<file path="src/rtl/irqc_pkg.sv">
package irqc_pkg;
   // Register select: word index taken from byte address bits 4:2
   typedef enum logic [2:0] {
      RS_STATUS = 3'd0,
      RS_PEND   = 3'd1,
      RS_ENABLE = 3'd2,
      RS_ACK    = 3'd3,
      RS_SETEN  = 3'd4,
      RS_CLREN  = 3'd5,
      RS_VECTOR = 3'd6,
      RS_CTRL   = 3'd7
   } reg_sel_e;

   localparam int CTRL_RUN_BIT  = 0;
   localparam int CTRL_LOCK_BIT = 1;
endpackage

</file>
<file path="src/rtl/irqc_detect.sv">
module irqc_detect #(
   parameter int          NUM_SRC    = 8,
   parameter logic [31:0] EDGE_KINDS = 32'h0
) (
   input  logic               clk,
   input  logic               rst_n,
   input  logic [NUM_SRC-1:0] src_in,
   output logic [NUM_SRC-1:0] hit
);
   for (genvar i = 0; i < NUM_SRC; i++) begin : g_src
      if (EDGE_KINDS[i]) begin : g_edge
         logic prev_q;
         always_ff @(posedge clk) begin
            if (!rst_n) prev_q <= 1'b0;
            else        prev_q <= src_in[i];
         end
         assign hit[i] = src_in[i] & ~prev_q;
      end else begin : g_level
         assign hit[i] = src_in[i];
      end
   end
endmodule

</file>
<file path="src/rtl/irqc_prio.sv">
module irqc_prio #(
   parameter int NUM_SRC = 8,
   parameter int IDX_W   = 3
) (
   input  logic [NUM_SRC-1:0] pend,
   output logic               valid,
   output logic [IDX_W-1:0]   idx
);
   always_comb begin
      valid = 1'b0;
      idx   = '0;
      for (int i = NUM_SRC - 1; i >= 0; i--) begin
         if (pend[i]) begin
            valid = 1'b1;
            idx   = IDX_W'(i);
         end
      end
   end
endmodule

</file>
<file path="src/rtl/irq_vector_ctrl.sv">
module irq_vector_ctrl
   import irqc_pkg::*;
#(
   parameter int          NUM_SRC    = 8,
   parameter logic [31:0] EDGE_KINDS = 32'h0000_00F0,
   parameter int          DATA_W     = 32,
   parameter int          ADDR_W     = 5
) (
   input  logic               clk,
   input  logic               rst_n,
   input  logic               bus_sel,
   input  logic               bus_wr,
   input  logic [ADDR_W-1:0]  bus_addr,
   input  logic [DATA_W-1:0]  bus_wdata,
   output logic [DATA_W-1:0]  bus_rdata,
   input  logic [NUM_SRC-1:0] src_in,
   output logic               irq_out
);
   localparam int IDX_W = (NUM_SRC > 1) ? $clog2(NUM_SRC) : 1;

   // elaboration-time parameter checks
   if (NUM_SRC < 1 || NUM_SRC > 32) begin : g_bad_num
      $error("NUM_SRC must lie in 1..32");
   end
   if (DATA_W < NUM_SRC || DATA_W < 2) begin : g_bad_width
      $error("DATA_W must cover every source");
   end
   if (ADDR_W < 5) begin : g_bad_addr
      $error("ADDR_W must be at least 5");
   end
   if (NUM_SRC < 32) begin : g_kind_chk
      if ((EDGE_KINDS >> NUM_SRC) != 32'h0) begin : g_bad_kind
         $error("EDGE_KINDS has bits above NUM_SRC");
      end
   end

   reg_sel_e           word;
   logic               wr_go;
   logic [NUM_SRC-1:0] wmask;
   logic [NUM_SRC-1:0] status, enable, pend, hit;
   logic               run_q, lock_q;
   logic               vec_valid;
   logic [IDX_W-1:0]   vec_idx;
   logic [DATA_W-1:0]  stat_w, pend_w, en_w, vec_w, ctrl_w;
   logic               unused_bus;

   assign word       = reg_sel_e'(bus_addr[4:2]);
   assign wr_go      = bus_sel & bus_wr;
   assign wmask      = bus_wdata[NUM_SRC-1:0];
   assign unused_bus = ^{bus_wdata, bus_addr};

   irqc_detect #(.NUM_SRC(NUM_SRC), .EDGE_KINDS(EDGE_KINDS)) u_detect (
      .clk   (clk),
      .rst_n (rst_n),
      .src_in(src_in),
      .hit   (hit)
   );

   // status: new requests win over an acknowledge in the same cycle
   always_ff @(posedge clk) begin
      if (!rst_n) begin
         status <= '0;
      end else begin
         logic [NUM_SRC-1:0] clr, swset;
         clr   = (wr_go && word == RS_ACK) ? wmask : '0;
         swset = (wr_go && word == RS_STATUS && !lock_q) ? wmask : '0;
         status <= (status & ~clr) | hit | swset;
      end
   end

   // enable word: direct, set-only and clear-only views
   always_ff @(posedge clk) begin
      if (!rst_n) begin
         enable <= '0;
      end else if (wr_go) begin
         case (word)
            RS_ENABLE: enable <= wmask;
            RS_SETEN:  enable <= enable | wmask;
            RS_CLREN:  enable <= enable & ~wmask;
            default:   enable <= enable;
         endcase
      end
   end

   // control: run is plain, lock is sticky until reset
   always_ff @(posedge clk) begin
      if (!rst_n) begin
         run_q  <= 1'b0;
         lock_q <= 1'b0;
      end else if (wr_go && word == RS_CTRL) begin
         run_q  <= bus_wdata[CTRL_RUN_BIT];
         lock_q <= lock_q | bus_wdata[CTRL_LOCK_BIT];
      end
   end

   assign pend    = status & enable;
   assign irq_out = run_q & (|pend);

   irqc_prio #(.NUM_SRC(NUM_SRC), .IDX_W(IDX_W)) u_prio (
      .pend (pend),
      .valid(vec_valid),
      .idx  (vec_idx)
   );

   always_comb begin
      stat_w = '0;
      pend_w = '0;
      en_w   = '0;
      vec_w  = '0;
      ctrl_w = '0;
      stat_w[NUM_SRC-1:0] = status;
      pend_w[NUM_SRC-1:0] = pend;
      en_w[NUM_SRC-1:0]   = enable;
      vec_w[IDX_W-1:0]    = vec_idx;
      if (!vec_valid) vec_w = '1;
      ctrl_w[CTRL_RUN_BIT]  = run_q;
      ctrl_w[CTRL_LOCK_BIT] = lock_q;
   end

   always_comb begin
      bus_rdata = '0;
      if (bus_sel && !bus_wr) begin
         case (word)
            RS_STATUS: bus_rdata = stat_w;
            RS_PEND:   bus_rdata = pend_w;
            RS_ENABLE: bus_rdata = en_w;
            RS_VECTOR: bus_rdata = vec_w;
            RS_CTRL:   bus_rdata = ctrl_w;
            default:   bus_rdata = '0;
         endcase
      end
   end

   // written ones appear in the enable word
   a_r3_set_enable: assert property (@(posedge clk) disable iff (!rst_n)
      (wr_go && word == RS_SETEN) |=> ((enable & $past(wmask)) == $past(wmask)));

   // written ones leave the enable word
   a_r4_clear_enable: assert property (@(posedge clk) disable iff (!rst_n)
      (wr_go && word == RS_CLREN) |=> ((enable & $past(wmask)) == '0));

   // acknowledged bits with no fresh request are gone
   a_r5_ack_clears: assert property (@(posedge clk) disable iff (!rst_n)
      (wr_go && word == RS_ACK) |=> ((status & $past(wmask & ~hit)) == '0));

   // the reported index is pending and nothing below it is
   a_r6_lowest_wins: assert property (@(posedge clk) disable iff (!rst_n)
      vec_valid |-> (pend[vec_idx] &&
                     ((pend & ~({NUM_SRC{1'b1}} << vec_idx)) == '0)));

   // a raised request always has a vector behind it
   a_r8_irq_has_vector: assert property (@(posedge clk) disable iff (!rst_n)
      irq_out |-> vec_valid);

   // lock never drops once set
   a_r11_lock_sticky: assert property (@(posedge clk) disable iff (!rst_n)
      lock_q |=> lock_q);
endmodule

</file>
<file path="config.mk">
export PLATFORM = sky130hd
export DESIGN_NAME = irq_vector_ctrl
export DESIGN_NICKNAME = d
export VERILOG_FILES = /design/src/rtl/irqc_pkg.sv /design/src/rtl/irqc_detect.sv /design/src/rtl/irqc_prio.sv /design/src/rtl/irq_vector_ctrl.sv
export SDC_FILE = /design/constraint.sdc
export NUM_CORES = 1
export LEC_CHECK = 0
export ABC_AREA = 1
export BUFFER_PORTS_ARGS = -buffer_cell sky130_fd_sc_hd__buf_2
export CAP_MARGIN = 20
export CELL_PAD_IN_SITES_DETAIL_PLACEMENT = 1
export CELL_PAD_IN_SITES_GLOBAL_PLACEMENT = 1
export CORE_ASPECT_RATIO = 0.6
export CORE_MARGIN = 2
export CORE_UTILIZATION = 31
export CTS_CLUSTER_SIZE = 40
export DETAILED_ROUTE_END_ITERATION = 8
export PLACE_DENSITY_LB_ADDON = 0.12
export SYNTH_ARGS = -nofsm -noshare
export SYNTH_HDL_FRONTEND = slang
export SYNTH_SLANG_ARGS = --single-unit
</file>
<file path="constraint.sdc">
create_clock -name clk -period 3.6 [get_ports clk]
set_clock_uncertainty 0.15 [all_clocks]
set_input_delay 0.54 -clock clk [delete_from_list [all_inputs] [get_ports clk]]
set_output_delay 0.54 -clock clk [all_outputs]
set_load 0.01 [all_outputs]
</file>
==> results of run 1 <==
[final timing paths]
kind | from | cells past startpoint | endpoint
worst min register to register | u_detect.g_src[7].g_edge.prev_q | 3 | status[7]
worst max register to register | lock_q | 5 | status[4]
worst min-delay path | src_in[6] | 3 | u_detect.g_src[6].g_edge.prev_q
worst max-delay path | bus_addr[2] | 10 | bus_rdata[21]
[metrics by stage]
| stage | setup WS, ns | util [%] | instance area, sq um | hold WS (ns) |
|---|---|---|---|---|
| finish | 1.10 | 37.4 | 1720 | 0.317 |
| floorplan | 0.672 | - | 1480 | 0.313 |
| global placement | 1.12 | 36.2 | 1660 | 0.335 |
| detailed placement | 1.10 | 36.2 | 1660 | 0.349 |
| CTS | 1.08 | 37.4 | 1720 | 0.315 |
| global route | 0.885 | 37.4 | 1720 | 0.324 |
[layer usage]
| metal | GRT usage (%) | part of all wire, % | vias to the layer above |
|---|---|---|---|
| met5 | 0 | 0 | - |
| li1 | - | - | 795 |
| met1 | 27.3 | 57 | 648 |
| met3 | 3.17 | 4.9 | 2 |
| met2 | 21.5 | 38 | 30 |
| met4 | 2.52 | 0.40 | 0 |
[critical path: stages]
cell and delay [ns]:
sky130_fd_sc_hd__buf_2 0.14, sky130_fd_sc_hd__clkinv_2 0.10, sky130_fd_sc_hd__nand2_2 0.10, sky130_fd_sc_hd__nor2_2 0.15
sky130_fd_sc_hd__nand2_1 0.10, sky130_fd_sc_hd__nor2_2 0.13, sky130_fd_sc_hd__inv_2 0.08, sky130_fd_sc_hd__nor2_1 0.09
sky130_fd_sc_hd__buf_4 0.21, sky130_fd_sc_hd__buf_2 0.16
[layout by cell type (no fill, tap or decap), types with 5 or more instances in the layout]
cell type	count
sky130_fd_sc_hd__nand2_1	61
sky130_fd_sc_hd__buf_2	55
sky130_fd_sc_hd__inv_1	30
sky130_fd_sc_hd__a21oi_1	25
sky130_fd_sc_hd__o21ai_0	22
sky130_fd_sc_hd__dfxtp_1	22
sky130_fd_sc_hd__nor2_1	13
sky130_fd_sc_hd__o211ai_1	5
[report_power, final]
part | leakage, nW | switching [mW] | internal [mW]
logic | 0.726 | 0.0569 | 0.0314
registers | 0.181 | 0.0112 | 0.255
clock network | 0.0288 | 0.0812 | 0.0975
[state kept, by name (all words and copies together), names as in the netlist]
signal / flops
u_detect.g_src.g_edge.prev_q: 4
run_q: 1
enable: 8
status: 8
lock_q: 1
[synth_stat cells]
cell type	number
sky130_fd_sc_hd__a21oi_1	25
sky130_fd_sc_hd__nand3_2	1
sky130_fd_sc_hd__o21ai_2	1
sky130_fd_sc_hd__nor2_2	3
sky130_fd_sc_hd__nand2_1	61
sky130_fd_sc_hd__o21a_1	1
sky130_fd_sc_hd__nand3_1	3
sky130_fd_sc_hd__inv_1	30
sky130_fd_sc_hd__clkinv_2	1
sky130_fd_sc_hd__buf_4	24
sky130_fd_sc_hd__inv_2	4
sky130_fd_sc_hd__clkinv_1	1
sky130_fd_sc_hd__clkbuf_1	1
sky130_fd_sc_hd__nand2_4	1
sky130_fd_sc_hd__nor2_1	13
sky130_fd_sc_hd__dfxtp_1	22
sky130_fd_sc_hd__a31oi_1	2
sky130_fd_sc_hd__o21ai_1	1
sky130_fd_sc_hd__o21ai_0	22
sky130_fd_sc_hd__nand2_2	2
sky130_fd_sc_hd__o211ai_1	5
sky130_fd_sc_hd__nand4_1	4
sky130_fd_sc_hd__nor3_4	1
sky130_fd_sc_hd__o2111ai_1	2
sky130_fd_sc_hd__nor2_4	1
[cells by family (layout without fill, tap and decap cells)]
| family | after synthesis | in the layout | share of synthesized area, % |
|---|---|---|---|
| simple gates | 90 | 90 | 26.8 |
| buf+inv | 61 | 96 | 21.6 |
| compound gates | 59 | 59 | 21.9 |
| flops | 22 | 22 | 29.7 |
[final cells by class]
class | count | area share (%)
Sequential cell | 22 | 25.7
Clock buffer | 4 | 3.21
Tap cell | 63 | 4.60
Inverter | 36 | 7.95
Multi-Input combinational cell | 149 | 42.1
Timing Repair Buffer | 56 | 16.5
==> metrics.sh, run 1 <==
STATUS='complete, no violations'
DRT_FIRST_ITER_VIOLATIONS=30
CLK_PIN_SLEW_WORST_PATHS_NS=0.08
SYN_INST=232
CLK_ROOT_BUFFER_CELL='sky130_fd_sc_hd__clkbuf_8'
FIN_TOTAL_PWR_mW=0.534
TIMING.SETUP.CRITICAL_PATH_CLASS='primary input to primary output'
H_TREE_LEVEL_COUNT=1
SEQ_AREA_FRAC_SYNTH_PCT=29.7
PERIOD_SHARE_PCT=69.5
YOSYS_WARNINGS=0
NETLIST-CELL-TYPE-COUNT=25
POST_SYNTHESIS_CELL_AREA_SQ_UM=1480
FIRST_GLOBAL_VIAS=1334
FINAL-MAX-SLEW-VIOLATION-COUNT=0
ROUTED-VIA-COUNT=1475
GRT_PASS1_WL_UM=6830
ACHIEVABLE-FREQUENCY_MHz=400
CRITPATHMAXFANOUT=24
COREAREA_SQ_UM=4590
CHIPHEIGHT_UM=57.6
WL_PER_CELL_UM=12.8
POST_ROUTE_CELLS_DRIVE_ABOVE_1_SHARE_PCT=28.1
SYNTH_FP_NETS=281
CTS_TREE='done'
REQUIRED_NS=2.91
DP.FINAL_HPWL_UM=3470
START_UTIL_PCT=32.3
TIMING.CRITICAL_PATH.ARRIVAL_NS=1.81
REG2REG_SETUP_SLACK_NS=2.28
LARGEST_NET_DEGREE_AT_THE_START_OF_GLOBAL_ROUTING=25
SLEW_HEADROOM_PCT=71.5
SYN_AVG_CELL_AREA_SQ_UM=6.39
VDD_DROP_MAX_V=0.000137
DIODES=0
STD_CELL_ROWS=19
DESIGN.DIE.AREA_SQ_UM=5370
DRT_WL_TOTAL_UM=4210
GROUTE.USAGE.OVERALL_PCT=16.4
REPORT.FINAL.SETUP_VIOL=0
WORSTSETUPSTARTPOINTTYPE='primary input'
TIGHTESTPINTRANSITION_NS=0.426
YOSYS-TOP-CELLS-AREA='sky130_fd_sc_hd__dfxtp_1 30%, sky130_fd_sc_hd__nand2_1 15%, sky130_fd_sc_hd__buf_4 12%'
GLOBAL_ROUTE.OVERFLOW_TOTAL=0
PERIOD_NEEDED_NS=2.50
POST-CTS-SETUP-BUFFERS=0
CTS_MADE_BUFFERS=3
CLKSINKCOUNT=22
YOSYS.AREA.TOP_TYPE_SHARE_PCT=29.7
WORST_HOLD_PATH_TYPE='primary input to flop'
NUMPORTBUFFERS=55
CTSRESIZECOUNT=0
GRT_ANTENNA_BEFORE_REPAIR=0
DRT_PRE_ANTENNA_ITERS=4
ANTENNA_VIOLATING_NETS_POST_ROUTE=0
MAXCAPVIOLATIONS=0
POST_DETAILED_ROUTE_VIA_TO_CELL_RATIO=4.47
DRCVIOLATIONCOUNT=0
GRT_SETUP_UNREPAIRED='false'
CP-END-KIND='primary output'
FINAL_HOLD_VIOLATIONS=0
SYNTHTOLAYOUTAREAGROWTH_PCT=15.7
SYNTH_SEQ_CELLS=22
POST-SYNTH-TOP-AREA-CELL='sky130_fd_sc_hd__dfxtp_1'
FINALNETCOUNT=317
LONGEST_CLK_PATH_BUFS=2
FILL_CELLS=628
DIEWIDTH_UM=93.3
FF_LATCH_AREA_SQ_UM=440
CTS-HOLD-FIX-BUFFERS=0
FLOORPLAN.IO_PINS=82
FIN_SETUP_TNS_NS=0
POWER.LEAKAGE_nW=0.936
CLK-INSERTION-DELAY-LATE_NS=0.26
MULTI_INPUT_COMBINATIONAL_CELL_AREA_SQ_UM=722
FINAL_CELLS=330
PLACER_CONGESTION_ESTIMATE=0.755
PLACED_CELLS_INCL_TAPS=326
CELLPOWERDENSITY_nW_PER_UM2=311
(Power assumes the default switching activity.)
==> run 2, diff against run 1 <==
Settings changed: CORE_UTILIZATION 31 to 26.
Clock period 3.6 ns to 2.2 ns, I/O delays scaled along.
==> metrics.sh, run 2 (synthesis gave the netlist of run 1 again) <==
DP.FINAL_HPWL_UM=3730  # +7.4%
CRIT_BUF_INV=3  # -2
GROUTE.USAGE.OVERALL_PCT=14.9  # -1.5 points
REG2REG_SETUP_SLACK_NS=0.88  # -1.40 ns
PERIOD_NEEDED_NS=2.20
CLK_ROOT_BUFFER_CELL='sky130_fd_sc_hd__clkbuf_8'
GRT_PASS1_WL_UM=7450  # +9.0%
WORST_HOLD_PATH_TYPE='primary input to flop'
CRITICAL_PATH.CELL_CHAIN='nand2_4 > nand2_2 > nor2_4 > nand2_1 > nor2_2 > inv_2 > nor2_4 > clkbuf_16 > buf_2'
SETUP_WS_NS=0.000935  # -1.10 ns
CTS_TREE='done'
CRIT_SLOWEST_CELL='sky130_fd_sc_hd__dfxtp_4'
WORSTSETUPSTARTPOINTTYPE='flop'
FIRST_GLOBAL_VIAS=1447  # +8.5%
SLEW_HEADROOM_PCT=69.6  # -1.9 points
FILL_CELLS=734  # +17%
CLKSINKCOUNT=22  # unchanged
DIEWIDTH_UM=101  # +8.8%
CRIT_TOP_CELL='sky130_fd_sc_hd__nor2_4'
PLACER_CONGESTION_ESTIMATE=0.788  # +4.4%
FINAL_HOLD_VIOLATIONS=0  # unchanged
WORST_SETUP_SLACK_BEFORE_CLOCK_TREE_SYNTHESIS_NS=0.164  # -0.932 ns
CELL_FAMILY_CONTRIBUTING_THE_MOST_DELAY_ON_THE_CRITICAL_PATH='simple AND/OR/NAND/NOR gates'
MOST-COMMON-LAYOUT-CELLS='55 x sky130_fd_sc_hd__nand2_1, 48 x sky130_fd_sc_hd__buf_2, 30 x sky130_fd_sc_hd__inv_1'
NUMPORTBUFFERS=55  # unchanged
FINALNETCOUNT=331  # +4.4%
DRT_FIRST_ITER_VIOLATIONS=58  # +93%
MAXCAPVIOLATIONS=0  # unchanged
STATUS='complete, no violations'
DESIGN.DIE.AREA_SQ_UM=6340  # +18%
POWER.LEAKAGE_nW=1.03  # +10%
DRT_PRE_ANTENNA_ITERS=4  # unchanged
WORST_HOLD_PATH.NUM_CELLS=3  # unchanged
WORST_PATH_LARGEST_CELL_DELAY_NS=0.37  # +0.16 ns
COREAREA_SQ_UM=5540  # +21%
FINAL-MAX-SLEW-VIOLATION-COUNT=0  # unchanged
ROUTED-VIA-COUNT=1573  # +6.6%
FIN_SETUP_TNS_NS=0  # unchanged
R2R-END='status[4]'
DRT_WL_TOTAL_UM=4870  # +16%
REQUIRED_NS=1.72  # -1.19 ns
POST_DETAILED_ROUTE_VIA_TO_CELL_RATIO=4.36  # -2.5%
WORST_MIN_PATH_START='src_in[5]'
CELLPOWERDENSITY_nW_PER_UM2=459  # +48%
DRCVIOLATIONCOUNT=0  # unchanged
VDD_DROP_MAX_V=0.000214  # +56%
LONGEST_CLK_PATH_BUFS=2  # unchanged
CHIPHEIGHT_UM=62.5  # +8.6%
START_UTIL_PCT=26.7  # -5.6 points
LARGEST_NET_DEGREE_AT_THE_START_OF_GLOBAL_ROUTING=25  # unchanged
TIMING.SETUP.CRITICAL_PATH_CLASS='flop to primary output'
CTS_MADE_BUFFERS=3  # unchanged
WL_PER_CELL_UM=13.5  # +5.7%
LAYOUT_COMMONEST_CELL='sky130_fd_sc_hd__nand2_1'
PERIOD_SHARE_PCT=100
CLK_PIN_SLEW_WORST_PATHS_NS=0.08  # about the same
ACHIEVABLE-FREQUENCY_MHz=455
GLOBAL_ROUTE.OVERFLOW_TOTAL=0  # unchanged
POST_ROUTE_CELLS_DRIVE_ABOVE_1_SHARE_PCT=36.7  # +8.6 points
FF2FF_PATH_DEPTH=5  # unchanged
REG2REG_FROM='lock_q'
MIN_DELAY_WORST_ENDPOINT='u_detect.g_src[5].g_edge.prev_q'
DIODES=0  # unchanged
FINALCOREUTILIZATION_PCT=35.5  # -1.9 points
BIGGEST_REGISTERS_AFTER_LAYOUT='enable: 8 flops, status: 8 flops, u_detect.g_src.g_edge.prev_q: 4 flops'
CRITPATHMAXFANOUT=6  # -75%
GRT_SETUP_UNREPAIRED='true'
STD_CELL_ROWS=21  # +2
REPORT.FINAL.SETUP_VIOL=0  # unchanged
FLOORPLAN.IO_PINS=82  # unchanged
H_TREE_LEVEL_COUNT=1  # unchanged
GRT_ANTENNA_BEFORE_REPAIR=0  # unchanged
TIGHTESTPINTRANSITION_NS=0.454  # +0.0281 ns
SYNTHTOLAYOUTAREAGROWTH_PCT=32.6
TIMING.CRITICAL_PATH.ARRIVAL_NS=1.72  # -0.09 ns
CLK-INSERTION-DELAY-LATE_NS=0.26  # about the same
CP-END-KIND='primary output'
ANTENNA_VIOLATING_NETS_POST_ROUTE=0  # unchanged
==> run 2: changes by cell type in the layout (fill, tap and decap cells not counted), sizes merged <==
cell / change
clkbuf: +1
buf: +13
==> run 2: per-layer routing <==
metal  GRT usage, %  part of all wire [%]  vias to the layer above
met5              0                     0                        -
met4           2.03                  0.33                        0
met3           2.46                   4.8                        2
met2           18.8                    37                       38
met1           25.5                    58                      716
li1               -                     -                      817
==> run 2: worst register-to-register path, stage by stage, from the launching register on <==
cell	delay (ns)
sky130_fd_sc_hd__dfxtp_1	0.34
sky130_fd_sc_hd__nor3_4	0.43
sky130_fd_sc_hd__nand2_1	0.10
sky130_fd_sc_hd__o211ai_1	0.12
sky130_fd_sc_hd__nand2_1	0.07
sky130_fd_sc_hd__inv_1	0.06
==> run 2: final cells by class <==
type	instances	area [sq um]	share of cell area, %
sequential	22	450	22.9
inverter	36	136	6.94
timing repair buffer	70	465	23.7
clock buffer	4	55.1	2.80
multi-input combinational	149	758	38.6
tap	80	100	5.09
==> run 2: through the flow <==
step / std cells / hold slack, ns / power (mW) / cell area (sq um)
2_1_floorplan: 232 / 0.273 / 0.533 / 1490
3_3_place_gp: 346 / 0.349 / 0.600 / 1720
3_5_place_dp: 346 / 0.354 / 0.602 / 1720
4_1_cts: 350 / 0.106 / 0.894 / 1780
5_1_grt: 361 / 0.119 / 0.957 / 1970
6_report: 361 / 0.108 / 0.902 / 1970
==> run 2: power breakdown <==
group | total [mW] | internal (mW) | switching, mW
Sequential | 0.437 | 0.419 | 0.0190
Combinational | 0.176 | 0.0702 | 0.105
Clock | 0.289 | 0.159 | 0.129
==> run 2: worst max-delay path by stage <==
| stage | start | end | slack [ns] | cells past startpoint |
|---|---|---|---|---|
| after floorplan | bus_addr[4] | bus_rdata[10] | 0.04 | 8 |
| after global placement | bus_addr[2] | bus_rdata[27] | 0.17 | 10 |
| after detailed placement | bus_addr[2] | bus_rdata[31] | 0.16 | 10 |
| after CTS | status[3] | bus_rdata[31] | 0.03 | 9 |
| after global routing | enable[3] | bus_rdata[29] | -0.07 | 9 |
| final | status[0] | bus_rdata[13] | 0.0009 | 9 |
==> run 2: timing repair <==
| item | CTS | global route |
|---|---|---|
| pin swaps | 0 | 2 |
| gates resized for setup | 1 | 23 |
| endpoints found under the setup margin | 24 | 27 |
| hold buffers | 0 | 0 |
| gates cloned | 0 | 2 |
| setup buffers | 0 | 9 |
==> run 3, diff against run 2 <==
Settings changed: SETUP_SLACK_MARGIN set to 0.2.
==> metrics.sh, run 3 (synthesis gave the netlist of run 1 again) <==
STATUS='complete, no violations'
CLK_PIN_SLEW_WORST_PATHS_NS=0.09  # about the same
WL_PER_CELL_UM=14.5  # +7.7%
FLOORPLAN.IO_PINS=82  # unchanged
MOST-COMMON-LAYOUT-CELLS='53 x sky130_fd_sc_hd__nand2_1, 49 x sky130_fd_sc_hd__buf_2, 29 x sky130_fd_sc_hd__inv_1'
CTS_MADE_BUFFERS=3  # unchanged
VDD_DROP_MAX_V=0.000247  # +15%
DIEWIDTH_UM=101  # unchanged
SLEW_HEADROOM_PCT=69.0  # -0.61 points
WORST_HOLD_PATH_TYPE='primary input to flop'
PLACER_CONGESTION_ESTIMATE=0.805  # +2.1%
POWER.SHARE.SEQUENTIAL_PCT=43.1  # -5.4 points
DP.FINAL_HPWL_UM=3860  # +3.5%
DRT_PRE_ANTENNA_ITERS=4  # unchanged
FINALNETCOUNT=336  # +1.5%
REPORT.FINAL.SETUP_VIOL=0  # unchanged
DRT_WL_TOTAL_UM=5320  # +9.2%
POST_DETAILED_ROUTE_VIA_TO_CELL_RATIO=4.57  # +5.0%
CLKSINKCOUNT=22  # unchanged
SYNTHTOLAYOUTAREAGROWTH_PCT=39.8
CELLPOWERDENSITY_nW_PER_UM2=491  # +7.0%
INTPOWER_mW=0.739  # +14%
ANTENNA_VIOLATING_NETS_POST_ROUTE=0  # unchanged
LONGEST_CLK_PATH_BUFS=2  # unchanged
POST_ROUTE_CELLS_DRIVE_ABOVE_1_SHARE_PCT=41.3  # +4.6 points
FINAL-MAX-SLEW-VIOLATION-COUNT=0  # unchanged
CHIPHEIGHT_UM=62.5  # unchanged
MAXCAPVIOLATIONS=0  # unchanged
GLOBAL_ROUTE.OVERFLOW_TOTAL=0  # unchanged
BIGGEST_REGISTERS_AFTER_LAYOUT='enable: 8 flops, status: 8 flops, u_detect.g_src.g_edge.prev_q: 4 flops'
FINAL_HOLD_VIOLATIONS=0  # unchanged
DRCVIOLATIONCOUNT=0  # unchanged
FIRST_GLOBAL_VIAS=1481  # +2.3%
TIGHTESTPINTRANSITION_NS=0.464  # +0.00957 ns
TIMING.SETUP.CRITICAL_PATH_CLASS='flop to primary output'
P_SW_mW=0.279  # +9.9%
DIODES=0  # unchanged
GRT_SETUP_UNREPAIRED='true'
CP-END-KIND='primary output'
CLK-INSERTION-DELAY-LATE_NS=0.27  # about the same
STD_CELL_ROWS=21  # unchanged
COMB_POWER_SHARE_PCT=18.5  # -1.0 points
H_TREE_LEVEL_COUNT=1  # unchanged
TIMING.CRITICAL_PATH.ARRIVAL_NS=1.70  # -0.02 ns
DESIGN.DIE.AREA_SQ_UM=6340  # unchanged
COREAREA_SQ_UM=5540  # unchanged
DPL-INSTANCE-AREA_SQ_UM=1750  # +2.0%
START_UTIL_PCT=26.7  # unchanged
NUMPORTBUFFERS=55  # unchanged
LARGEST_NET_DEGREE_AT_THE_START_OF_GLOBAL_ROUTING=25  # unchanged
WORSTSETUPSTARTPOINTTYPE='flop'
REQUIRED_NS=1.72  # about the same
POWER_SWITCHING_SHARE_PCT=27.4  # -0.74 points
CTS_TREE='done'
CRITPATHMAXFANOUT=6  # unchanged
CLK_ROOT_BUFFER_CELL='sky130_fd_sc_hd__clkbuf_8'
LAYOUT_COMMONEST_CELL='sky130_fd_sc_hd__nand2_1'
PERIOD_NEEDED_NS=2.18  # -0.0156 ns
ACHIEVABLE-FREQUENCY_MHz=458  # +0.71%
GRT_ANTENNA_BEFORE_REPAIR=0  # unchanged
CLOCK_POWER_SHARE_PCT=38.4  # +6.4 points
POWER.LEAKAGE_nW=1.08  # +4.2%
ROUTED-VIA-COUNT=1674  # +6.4%
FINALINSTANCEAREA_SQ_UM=2070  # +5.5%
GROUTE.USAGE.OVERALL_PCT=16.2  # +1.3 points
FIN_SETUP_TNS_NS=0  # unchanged
DRT_FIRST_ITER_VIOLATIONS=42  # -28%
PERIOD_SHARE_PCT=99.2  # -0.71 points
GRT_PASS1_WL_UM=7980  # +7.1%
[run 3: cell types whose count changed in the layout (fill, tap and decap cells not counted), moves of 2 or more]
cell / previous run / this run
sky130_fd_sc_hd__a21oi_1: 24 / 21
sky130_fd_sc_hd__a21oi_2: 1 / 4
sky130_fd_sc_hd__buf_4: 12 / 15
sky130_fd_sc_hd__dfxtp_1: 16 / 13
sky130_fd_sc_hd__dfxtp_2: 5 / 8
sky130_fd_sc_hd__inv_4: 0 / 2
sky130_fd_sc_hd__nand2_1: 55 / 53
sky130_fd_sc_hd__nor2_2: 2 / 0
sky130_fd_sc_hd__nor2_4: 3 / 5
sky130_fd_sc_hd__o21ai_0: 22 / 20
sky130_fd_sc_hd__o21ai_1: 1 / 3
[run 3: power by group through the flow]
stage | registers (mW) | clock network, mW | logic (mW)
2_1_floorplan | 0.436 | 0 | 0.0970
3_3_place_gp | 0.443 | 0 | 0.160
3_5_place_dp | 0.443 | 0 | 0.161
4_1_cts | 0.437 | 0.400 | 0.166
5_1_grt | 0.441 | 0.420 | 0.212
6_report | 0.439 | 0.390 | 0.188
[run 3: stage by stage]
stage	util [%]	setup WS, ns	hold WS (ns)	total power, mW	instances
finish	37.4	0.0165	0.0938	1.02	366
CTS	34.0	0.115	0.0902	1.00	357
global placement	31.6	0.170	0.339	0.603	350
floorplan	-	0.279	0.273	0.533	232
detailed placement	31.6	0.179	0.337	0.604	350
global route	37.4	-0.102	0.115	1.07	366
[run 3: final timing paths]
path / slack [ns] / depth (start not counted) / to / from
worst max-delay path: 0.02 / 9 / bus_rdata[14] / status[2]
worst min-delay path: 0.09 / 3 / u_detect.g_src[7].g_edge.prev_q / src_in[7]
worst max register to register: 0.88 / 5 / status[4] / lock_q
worst min register to register: 0.35 / 2 / enable[7] / enable[7]
[run 3: what timing repair did]
item                       in CTS  in global routing
resized for setup              15                 27
hold buffers                    0                  0
cloned                          0                  2
setup buffers                   3                  7
pin swaps                       2                  5
setup endpoints to repair      30                 32
[run 3: metal layers]
metal,GRT usage (%),up-vias,share of wire [%]
li1,-,832,-
met1,26.4,799,55
met2,21.4,37,40
met3,3.36,6,4.1
met4,2.53,0,1.1
met5,0,-,0
[run 3: worst max-delay path, stage by stage (launching register included)]
cell                        delay (ns)
sky130_fd_sc_hd__dfxtp_2          0.34
sky130_fd_sc_hd__nand2_2          0.10
sky130_fd_sc_hd__nand2_2          0.08
sky130_fd_sc_hd__a21oi_2          0.14
sky130_fd_sc_hd__nand2_2          0.10
sky130_fd_sc_hd__nor2_4           0.12
sky130_fd_sc_hd__inv_4            0.07
sky130_fd_sc_hd__nor2_4           0.17
sky130_fd_sc_hd__clkbuf_16        0.18
sky130_fd_sc_hd__buf_2            0.12
[run 3: final cells by class]
cell class              count  area (sq um)
inverters                  36           141
repair buffers             75           504
clock buffers               3          41.3
multi-input cells         149           802
fillers                   731          3470
clock inverters             1          30.0
well taps                  80           100
flip-flops and latches     22           454
